**config.mk**
```make
export PLATFORM = sky130hd
export DESIGN_NAME = mdb_buffer
export DESIGN_NICKNAME = d
export VERILOG_FILES = /design/src/rtl/mdb_pkg.sv /design/src/rtl/mdb_arbiter.sv /design/src/rtl/mdb_track.sv /design/src/rtl/mdb_store.sv /design/src/rtl/mdb_buffer.sv
export SDC_FILE = /design/constraint.sdc
export NUM_CORES = 1
export LEC_CHECK = 0
export ABC_AREA = 1
export ABC_CLOCK_PERIOD_IN_PS = 6500
export BUFFER_PORTS_ARGS = -buffer_cell sky130_fd_sc_hd__buf_2
export CORE_ASPECT_RATIO = 0.6
export CORE_MARGIN = 4
export CORE_UTILIZATION = 35
export DETAILED_ROUTE_END_ITERATION = 6
export GPL_TIMING_DRIVEN = 0
export PLACE_DENSITY_LB_ADDON = 0.12
export SETUP_SLACK_MARGIN = 0.15
export SLEW_MARGIN = 20
export SYNTH_ARGS = -nofsm -noshare
export SYNTH_HDL_FRONTEND = slang
export SYNTH_SLANG_ARGS = --single-unit
```
**constraint.sdc**
```tcl
create_clock -name clk -period 6.5 [get_ports clk]
set_input_delay 0.65 -clock clk [delete_from_list [all_inputs] [get_ports clk]]
set_output_delay 0.65 -clock clk [all_outputs]
set_load 0.05 [all_outputs]
```
**src/rtl/mdb_pkg.sv**
```systemverilog
package mdb_pkg;

    typedef enum logic [2:0] {
        MDB_IDLE  = 3'd0,
        MDB_FLUSH = 3'd1,
        MDB_LOAD  = 3'd2,
        MDB_READ  = 3'd3,
        MDB_WRITE = 3'd4
    } mdb_op_e;

    // Winning operation and whether it actually alters state
    typedef struct packed {
        mdb_op_e op;
        logic    live;
    } mdb_cmd_t;

    // Fixed priority: flush, engine load, host read, host write
    function automatic mdb_op_e mdb_pick(input logic fl, input logic ld,
                                         input logic rd, input logic wr);
        if (fl)      return MDB_FLUSH;
        else if (ld) return MDB_LOAD;
        else if (rd) return MDB_READ;
        else if (wr) return MDB_WRITE;
        else         return MDB_IDLE;
    endfunction

endpackage

```
**src/rtl/mdb_arbiter.sv**
```systemverilog
module mdb_arbiter
    import mdb_pkg::*;
#(
    parameter int DEPTH = 4
) (
    input  logic                         flush,
    input  logic                         eng_load,
    input  logic                         host_rd,
    input  logic                         host_wr,
    input  logic [$clog2(DEPTH+1)-1:0]   eng_count,
    input  logic                         is_empty,
    input  logic                         is_full,
    output mdb_cmd_t                     cmd,
    output logic [$clog2(DEPTH+1)-1:0]   load_n
);
    localparam int CW = $clog2(DEPTH+1);
    localparam logic [CW-1:0] CAP = CW'(DEPTH);

    always_comb begin
        cmd.op   = mdb_pick(flush, eng_load, host_rd, host_wr);
        load_n   = (eng_count > CAP) ? CAP : eng_count;
        unique case (cmd.op)
            MDB_READ:  cmd.live = !is_empty;
            MDB_WRITE: cmd.live = !is_full;
            MDB_IDLE:  cmd.live = 1'b0;
            default:   cmd.live = 1'b1;
        endcase
    end
endmodule

```
**src/rtl/mdb_track.sv**
```systemverilog
module mdb_track
    import mdb_pkg::*;
#(
    parameter int DEPTH = 4
) (
    input  logic                         clk,
    input  logic                         rst,
    input  mdb_cmd_t                     cmd,
    input  logic [$clog2(DEPTH+1)-1:0]   load_n,
    output logic [$clog2(DEPTH+1)-1:0]   cnt,
    output logic                         is_empty,
    output logic                         is_full,
    output logic                         has_data,
    output logic                         full
);
    localparam int CW = $clog2(DEPTH+1);
    localparam logic [CW-1:0] CAP  = CW'(DEPTH);
    localparam logic [CW-1:0] LAST = CW'(DEPTH-1);

    logic [CW-1:0] cnt_q;
    logic          has_q, full_q;

    always_ff @(posedge clk) begin
        if (rst) begin
            cnt_q  <= '0;
            has_q  <= 1'b0;
            full_q <= 1'b0;
        end else if (cmd.live) begin
            unique case (cmd.op)
                MDB_FLUSH: begin
                    cnt_q  <= '0;
                    has_q  <= 1'b0;
                    full_q <= 1'b0;
                end
                MDB_LOAD: begin
                    cnt_q <= load_n;
                    if (load_n != '0) has_q  <= 1'b1;
                    if (load_n == CAP) full_q <= 1'b1;
                end
                MDB_READ: begin
                    cnt_q <= cnt_q - CW'(1);
                    if (cnt_q == CAP)     full_q <= 1'b0;
                    if (cnt_q == CW'(1))  has_q  <= 1'b0;
                end
                MDB_WRITE: begin
                    cnt_q <= cnt_q + CW'(1);
                    if (cnt_q == '0)   has_q  <= 1'b1;
                    if (cnt_q == LAST) full_q <= 1'b1;
                end
                default: ;
            endcase
        end
    end

    assign cnt      = cnt_q;
    assign is_empty = (cnt_q == '0);
    assign is_full  = (cnt_q == CAP);
    assign has_data = has_q;
    assign full     = full_q;
endmodule

```
**src/rtl/mdb_store.sv**
```systemverilog
module mdb_store
    import mdb_pkg::*;
#(
    parameter int DEPTH = 4,
    parameter int DW    = 8
) (
    input  logic                         clk,
    input  logic                         rst,
    input  mdb_cmd_t                     cmd,
    input  logic [$clog2(DEPTH+1)-1:0]   cnt,
    input  logic [$clog2(DEPTH+1)-1:0]   load_n,
    input  logic [DW-1:0]                host_wdata,
    input  logic [DEPTH*DW-1:0]          eng_data,
    output logic [DEPTH*DW-1:0]          bytes_out
);
    localparam int CW = $clog2(DEPTH+1);

    logic [DW-1:0] slot [DEPTH];

    for (genvar i = 0; i < DEPTH; i++) begin : g_slot
        logic [DW-1:0] upper;
        if (i < DEPTH-1) begin : g_mid
            assign upper = slot[i+1];
        end else begin : g_top
            assign upper = slot[i];
        end

        always_ff @(posedge clk) begin
            if (rst) begin
                slot[i] <= '0;
            end else if (cmd.live) begin
                unique case (cmd.op)
                    MDB_FLUSH: slot[i] <= '0;
                    MDB_LOAD:
                        if (CW'(i) < load_n) slot[i] <= eng_data[i*DW +: DW];
                    MDB_READ:
                        if (CW'(i+1) < cnt) slot[i] <= upper;
                    MDB_WRITE:
                        if (cnt == CW'(i)) slot[i] <= host_wdata;
                    default: ;
                endcase
            end
        end

        assign bytes_out[i*DW +: DW] = slot[i];
    end
endmodule

```
**src/rtl/mdb_buffer.sv**
```systemverilog
module mdb_buffer
    import mdb_pkg::*;
#(
    parameter int DEPTH = 4,
    parameter int DW    = 8
) (
    input  logic                               clk,
    input  logic                               rst,
    input  logic                               host_wr,
    input  logic                               host_rd,
    input  logic [DW-1:0]                      host_wdata,
    input  logic                               flush,
    input  logic                               eng_load,
    input  logic [$clog2(DEPTH+1)-1:0]         eng_count,
    input  logic [DEPTH*DW-1:0]                eng_data,
    output logic [DW-1:0]                      host_rdata,
    output logic signed [$clog2(DEPTH):0]      fill_idx,
    output logic                               has_data,
    output logic                               full,
    output logic [DEPTH*DW-1:0]                tx_bytes
);
    localparam int CW = $clog2(DEPTH+1);
    localparam int IW = $clog2(DEPTH) + 1;

    mdb_cmd_t      cmd;
    logic [CW-1:0] load_n;
    logic [CW-1:0] cnt;
    logic          is_empty, is_full;

    mdb_arbiter #(.DEPTH(DEPTH)) u_arb (
        .flush     (flush),
        .eng_load  (eng_load),
        .host_rd   (host_rd),
        .host_wr   (host_wr),
        .eng_count (eng_count),
        .is_empty  (is_empty),
        .is_full   (is_full),
        .cmd       (cmd),
        .load_n    (load_n)
    );

    mdb_track #(.DEPTH(DEPTH)) u_track (
        .clk      (clk),
        .rst      (rst),
        .cmd      (cmd),
        .load_n   (load_n),
        .cnt      (cnt),
        .is_empty (is_empty),
        .is_full  (is_full),
        .has_data (has_data),
        .full     (full)
    );

    mdb_store #(.DEPTH(DEPTH), .DW(DW)) u_store (
        .clk        (clk),
        .rst        (rst),
        .cmd        (cmd),
        .cnt        (cnt),
        .load_n     (load_n),
        .host_wdata (host_wdata),
        .eng_data   (eng_data),
        .bytes_out  (tx_bytes)
    );

    assign fill_idx   = $signed(IW'(cnt) - IW'(1));
    assign host_rdata = is_empty ? {DW{1'b1}} : tx_bytes[DW-1:0];
endmodule

```
# Word level (Yosys, flattened, before mapping)
# Memories as Yosys holds them, arrays and structs flattened.
# Cells that the tools add are included.
# op_classes
n_addsub	2
magnitude_cmp	9
n_mux	98
n_bitwise	16
eq_ne	15
n_reduce_logical	9
# op_table
cell	n
8-bit two-way mux	17
1-bit two-way mux	72
1-bit bitwise OR	16
3-bit two-way mux	5
3-bit by 2-bit == test with 1-bit output (second input constant)	4
2-bit by 3-bit < comparator with 1-bit output (first input constant)	4
3-bit one-hot mux with 4 select lines	1
5-bit AND reduction	2
3-bit == test (second input constant)	3
1-bit by 3-bit < comparator with 1-bit output (first input constant)	3
1-bit one-hot mux with 4 select lines	2
3-bit by 1-bit == test with 1-bit output (second input constant)	2
3-bit logical NOT	2
2-bit by 1-bit != test with 1-bit output (second input constant)	3
2-bit != test (second input constant)	3
4-bit nonzero test	1
3-bit by 1-bit adder with 3-bit output (second input constant)	1
3-bit greater-than comparator (second input constant)	1
3-bit < comparator (first input constant)	1
1-bit one-hot mux with 3 select lines	1
3-bit nonzero test	1
3-bit by 1-bit subtractor with 3-bit output (second input constant)	1
1-bit logical NOT	2
2-bit AND reduction	1
# totals
register_bits	5
n_memories	1
ramBits	32
wordCells	153
# memory_table
memory	depth	word_bits	read_ports	rd_ports_with_merged_regs	write_ports	line_no	text
u_store.slot	4	8	4	0	4	mdb_store.sv:18	logic [DW-1:0] slot [DEPTH];

# Depth between registers and ports, before layout
# depth
depth_word	13
mapped_depth	9
depth_no_buf	9

# By module
# Synthesis repeated with hierarchy kept, for this count alone.
# unflattened
hier_cells	340
hier_area_um2	2620.0
# modules_own_cells
mod	area_each_um2	cells_each	instances
mdb_store	1951.9	221	1
mdb_track	480.5	82	1
mdb_arbiter	95.1	20	1
mdb_buffer	92.6	17	1

# Worst setup path after synthesis
# Ideal clock, no wire load.
# synth_path
path_kind	reg-to-output
startpoint	reg u_track.cnt_q[0] (netlist: u_track.cnt[0])
endpoint	out fill_idx[2]
path_stages_with_launch	4
path_slack_ns	4.076
t_arrival_ns	1.774
required_time_ns	5.850
path_cell_list	dfxtp_1 inv_1 ha_1 xor2_1
# synth_between
elab_chain_cells	1
# synth_lines
element	line_no	text
start, declared	mdb_track.sv:20	logic [CW-1:0] cnt_q;
start signal, assigned	mdb_track.sv:36	cnt_q <= load_n;
start signal, assigned	mdb_track.sv:41	cnt_q <= cnt_q - CW'(1);
start signal, assigned	mdb_track.sv:46	cnt_q <= cnt_q + CW'(1);
3-bit by 1-bit subtractor with 3-bit output	mdb_buffer.sv:65	assign fill_idx = $signed(IW'(cnt) - IW'(1));
end, declared	mdb_buffer.sv:17	output logic signed [$clog2(DEPTH):0] fill_idx,
# No other way between the ends.

# Worst setup path after layout
# layout_path
startpoint	reg u_track.cnt_q[0] (netlist: u_track.cnt[0])
endpoint	out host_rdata[2]
# layout_between
elab_chain_cells	2
# layout_lines
element	line_no	text
3-bit logical NOT	mdb_track.sv:56	assign is_empty = (cnt_q == '0);
8-bit two-way mux	mdb_buffer.sv:66	assign host_rdata = is_empty ? {DW{1'b1}} : tx_bytes[DW-1:0];
end, declared	mdb_buffer.sv:16	output logic [DW-1:0] host_rdata,
# No other way between the ends.

==> results_tabular.tex <==
\begin{tabular}{lr}
\hline
Metric & Value \\
\hline
\multicolumn{2}{l}{\textbf{Outcome}} \\
Outcome & complete, no violations \\
\multicolumn{2}{l}{\textbf{Critical path}} \\
Type of origin of the critical path & flop \\
Required arrival time at the worst endpoint & 5.85 ns \\
Worst EP arrival & around 1.9 ns \\
Setup crit end kind & output port \\
Setup CP Type & flop to output port \\
Maximum fanout encountered on the critical timing path & 8 \\
\multicolumn{2}{l}{\textbf{Timing}} \\
Highest Clock Rate & 391 MHz \\
Tightest Pin Transition & 0.685 ns \\
Minimum clock period & approximately 2.6 ns \\
Hold violation count in the final report & 0 \\
Final slew viol count & 0 \\
Setup repair after global routing missed its margin & false \\
Post-Route Skew & 0.00933 ns \\
Endpoints failing setup & 0 \\
Slew headroom & a little over half \\
Sum of negative setup slack & 0 ns \\
Final critical-path share of the clock period & roughly 40\% \\
Worst slack on hold paths & just under 0.5 ns \\
\multicolumn{2}{l}{\textbf{Route}} \\
Wire length per cell after detailed routing & roughly 15 um \\
Routed vias/inst & roughly 4.8 \\
DRC violation count after routing & 0 \\
Routed wire length & 6670 um \\
Drt first pass iters & 4 \\
Starting DRC count in detailed routing & slightly below 80 \\
Vias post-DR & between 2000 and 2500 \\
Residual antenna-violating net count after detailed routing & 0 \\
\multicolumn{2}{l}{\textbf{Power}} \\
Total power after layout & about 0.00065 W \\
Maximum VDD drop & $\sim$0.000096 V \\
Leak Pwr & between 1 and 1.5 nW \\
Pwr per Cell Area & roughly 230 nW/um\^{}2 \\
\multicolumn{2}{l}{\textbf{Hold path}} \\
Tightest Hold Check Type & flop to flop \\
\multicolumn{2}{l}{\textbf{Floorplanning}} \\
Core Footprint & just over 6000 sq um \\
Rows & 22 \\
Boundary pin count & 94 \\
Die height & between 60 and 70 um \\
Initial core utilization & a little over a third \\
Die Outline Area & between 7000 and 8000 sq um \\
Die outline width & 111 um \\
\multicolumn{2}{l}{\textbf{Synth}} \\
Number of library cell types mapped by synthesis & 24 \\
Cell type with the highest aggregate area in the netlist & sky130\_fd\_sc\_hd\_\_edfxtp\_1 \\
Register area share after synthesis & approximately 48\% \\
Mean instance size in the synthesized netlist & 8.15 sq um \\
Area share of the leading cell type in the synthesized netlist & 43.3\% \\
Yosys warning count & 0 \\
Instance count of the mapped netlist & between 200 and 300 \\
Most area-consuming cells after synthesis & sky130\_fd\_sc\_hd\_\_edfxtp\_1 43\%, sky130\_fd\_sc\_hd\_\_nand2\_1 15\%, sky130\_fd\_sc\_hd\_\_nand3\_1 7.9\% \\
Summed instance area of the synthesized netlist & between 2000 and 2500 sq um \\
Synthesized netlist net count & 326 \\
Number of storage elements in the synthesis netlist & 37 \\
\multicolumn{2}{l}{\textbf{Final layout}} \\
Count of inserted antenna diode cells & 0 \\
Share of cells above drive strength 1 & approximately 35\% \\
Nets@finish & 426 \\
Fillers & around 630 \\
Area growth from synthesis to layout & 29.5\% \\
Leading cell types in the layout, fill and taps excluded & 95 x sky130\_fd\_sc\_hd\_\_buf\_2, 88 x sky130\_fd\_sc\_hd\_\_nand2\_1, 35 x sky130\_fd\_sc\_hd\_\_nand3\_1 \\
Leading cell type in the layout, fill and taps excluded & sky130\_fd\_sc\_hd\_\_buf\_2 \\
\multicolumn{2}{l}{\textbf{Global routing}} \\
Total gr overflow & 0 \\
Number of global-route vias before repair & approximately 2000 \\
Antenna violations before repair & 0 \\
Overall track demand over capacity in global routing & 17.2\% \\
Global-route wire length before repair & $\sim$10000 um \\
Pin count of the biggest net entering global routing & 12 \\
\multicolumn{2}{l}{\textbf{Place}} \\
Final weighted congestion of routability-driven global placement & 0.858 \\
DP HPWL & $\sim$5500 um \\
Number of I/O port buffers & 93 \\
\multicolumn{2}{l}{\textbf{Clock network}} \\
Clock tree from TritonCTS & built \\
Post-cts sizing count & 0 \\
Clock transition at path regs & 0.08 ns \\
Post-cts hold buffer count & 0 \\
\# Post-CTS Setup Buffers & 0 \\
Buffer cell driving the clock tree root & sky130\_fd\_sc\_hd\_\_clkbuf\_8 \\
Number of buffers between clock root and the deepest sink & 2 \\
Sink count of the clock tree & 37 \\
H-tree lvl count & 2 \\
Clock latency of the later-clocked register in the worst-skew pair & 0.29 ns \\
Clock buffer count from CTS & 5 \\
\multicolumn{2}{l}{\textbf{Flow run}} \\
\# Max-Cap Violations & 0 \\
\hline
\end{tabular}
[final timing paths]
kind,from,end,slack (ns),cells past startpoint
min reg2reg,u_track.has_data$_SDFFE_PP0P_,u_track.has_data$_SDFFE_PP0P_,0.48,2
max reg2reg,u_track.cnt[0]$_SDFFE_PP0P_,u_store.slot[0][0]$_DFFE_PP_,4.20,7
min,u_track.has_data$_SDFFE_PP0P_,u_track.has_data$_SDFFE_PP0P_,0.48,2
max,u_track.cnt[0]$_SDFFE_PP0P_,host_rdata[2],3.94,6
[layer usage]
layer	routed length, um	GRT usage (%)	vias to the layer above
li1	-	-	1107
met1	3510	26.9	976
met2	2530	22.2	92
met3	551	4.97	7
met4	72	5.19	0
met5	0	0	-
[cell families (layout without fill, tap and decap cells)]
logic type	count (synthesis)	after routing	share of synthesized area, %
compound gates	28	28	7.22
flops	37	37	47.9
xor+xnor	1	1	0.395
buf+inv	29	130	5.02
simple gates	172	172	36.7
fa+ha+maj	5	5	2.82
[worst max-delay path, stage by stage, from the launching register on]
cell	delay, ns
sky130_fd_sc_hd__dfxtp_1	0.44
sky130_fd_sc_hd__inv_1	0.17
sky130_fd_sc_hd__ha_1	0.27
sky130_fd_sc_hd__nand2_4	0.12
sky130_fd_sc_hd__inv_1	0.11
sky130_fd_sc_hd__or2_2	0.28
sky130_fd_sc_hd__buf_2	0.21
[through the flow]
step                      setup slack (ns)  utilization (%)  instance area, sq um  std cells
after floorplan                       4.08                -                  2220        272
after global placement                3.84             45.4                  2790        449
after detailed placement              3.81             45.4                  2790        449
after CTS                             3.92             46.8                  2870        457
after global routing                  3.84             46.8                  2870        457
final                                 3.94             46.8                  2870        457
[synthesized netlist by cell type]
master                     number
sky130_fd_sc_hd__buf_2          2
sky130_fd_sc_hd__nor2_2         5
sky130_fd_sc_hd__nor3_4         2
sky130_fd_sc_hd__o21ai_1        3
sky130_fd_sc_hd__inv_1         20
sky130_fd_sc_hd__edfxtp_1      32
sky130_fd_sc_hd__nor3_1         4
sky130_fd_sc_hd__nand3_1       35
sky130_fd_sc_hd__nor2_4         2
sky130_fd_sc_hd__nand2_4        2
sky130_fd_sc_hd__nand2_1       88
sky130_fd_sc_hd__o21ai_0       13
sky130_fd_sc_hd__nand3_4        1
sky130_fd_sc_hd__xor2_1         1
sky130_fd_sc_hd__nor2_1        21
sky130_fd_sc_hd__a21oi_1        4
sky130_fd_sc_hd__nand4_2        1
sky130_fd_sc_hd__o211ai_1       8
sky130_fd_sc_hd__or2_2          9
sky130_fd_sc_hd__nand3b_1       1
sky130_fd_sc_hd__inv_2          7
sky130_fd_sc_hd__ha_1           5
sky130_fd_sc_hd__dfxtp_1        5
sky130_fd_sc_hd__nand2_2        1
[layout make-up]
| cell class | instances | area, sq um | share of cell area (%) |
|---|---|---|---|
| Multi-Input combinational cell | 206 | 1040 | 36.4 |
| Sequential cell | 37 | 1060 | 37.0 |
| Buffer | 2 | 10.0 | 0.349 |
| Clock buffer | 6 | 72.6 | 2.53 |
| Timing Repair Buffer | 93 | 465 | 16.2 |
| Tap cell | 84 | 105 | 3.66 |
| Clock inverter | 2 | 10.0 | 0.349 |
| Inverter | 27 | 101 | 3.53 |
[sequential cells by signal, summed over array words and instances (netlist names)]
register / flops
u_track.has_data: 1
u_track.full: 1
u_store.slot: 32
u_track.cnt: 3
[report_power, final]
part	internal [W]	switching (W)
combinational	0.0000489	0.000155
sequential	0.000276	0.0000105
clock	0.0000745	0.0000875
Note: power is estimated with default switching activity, not from simulation.
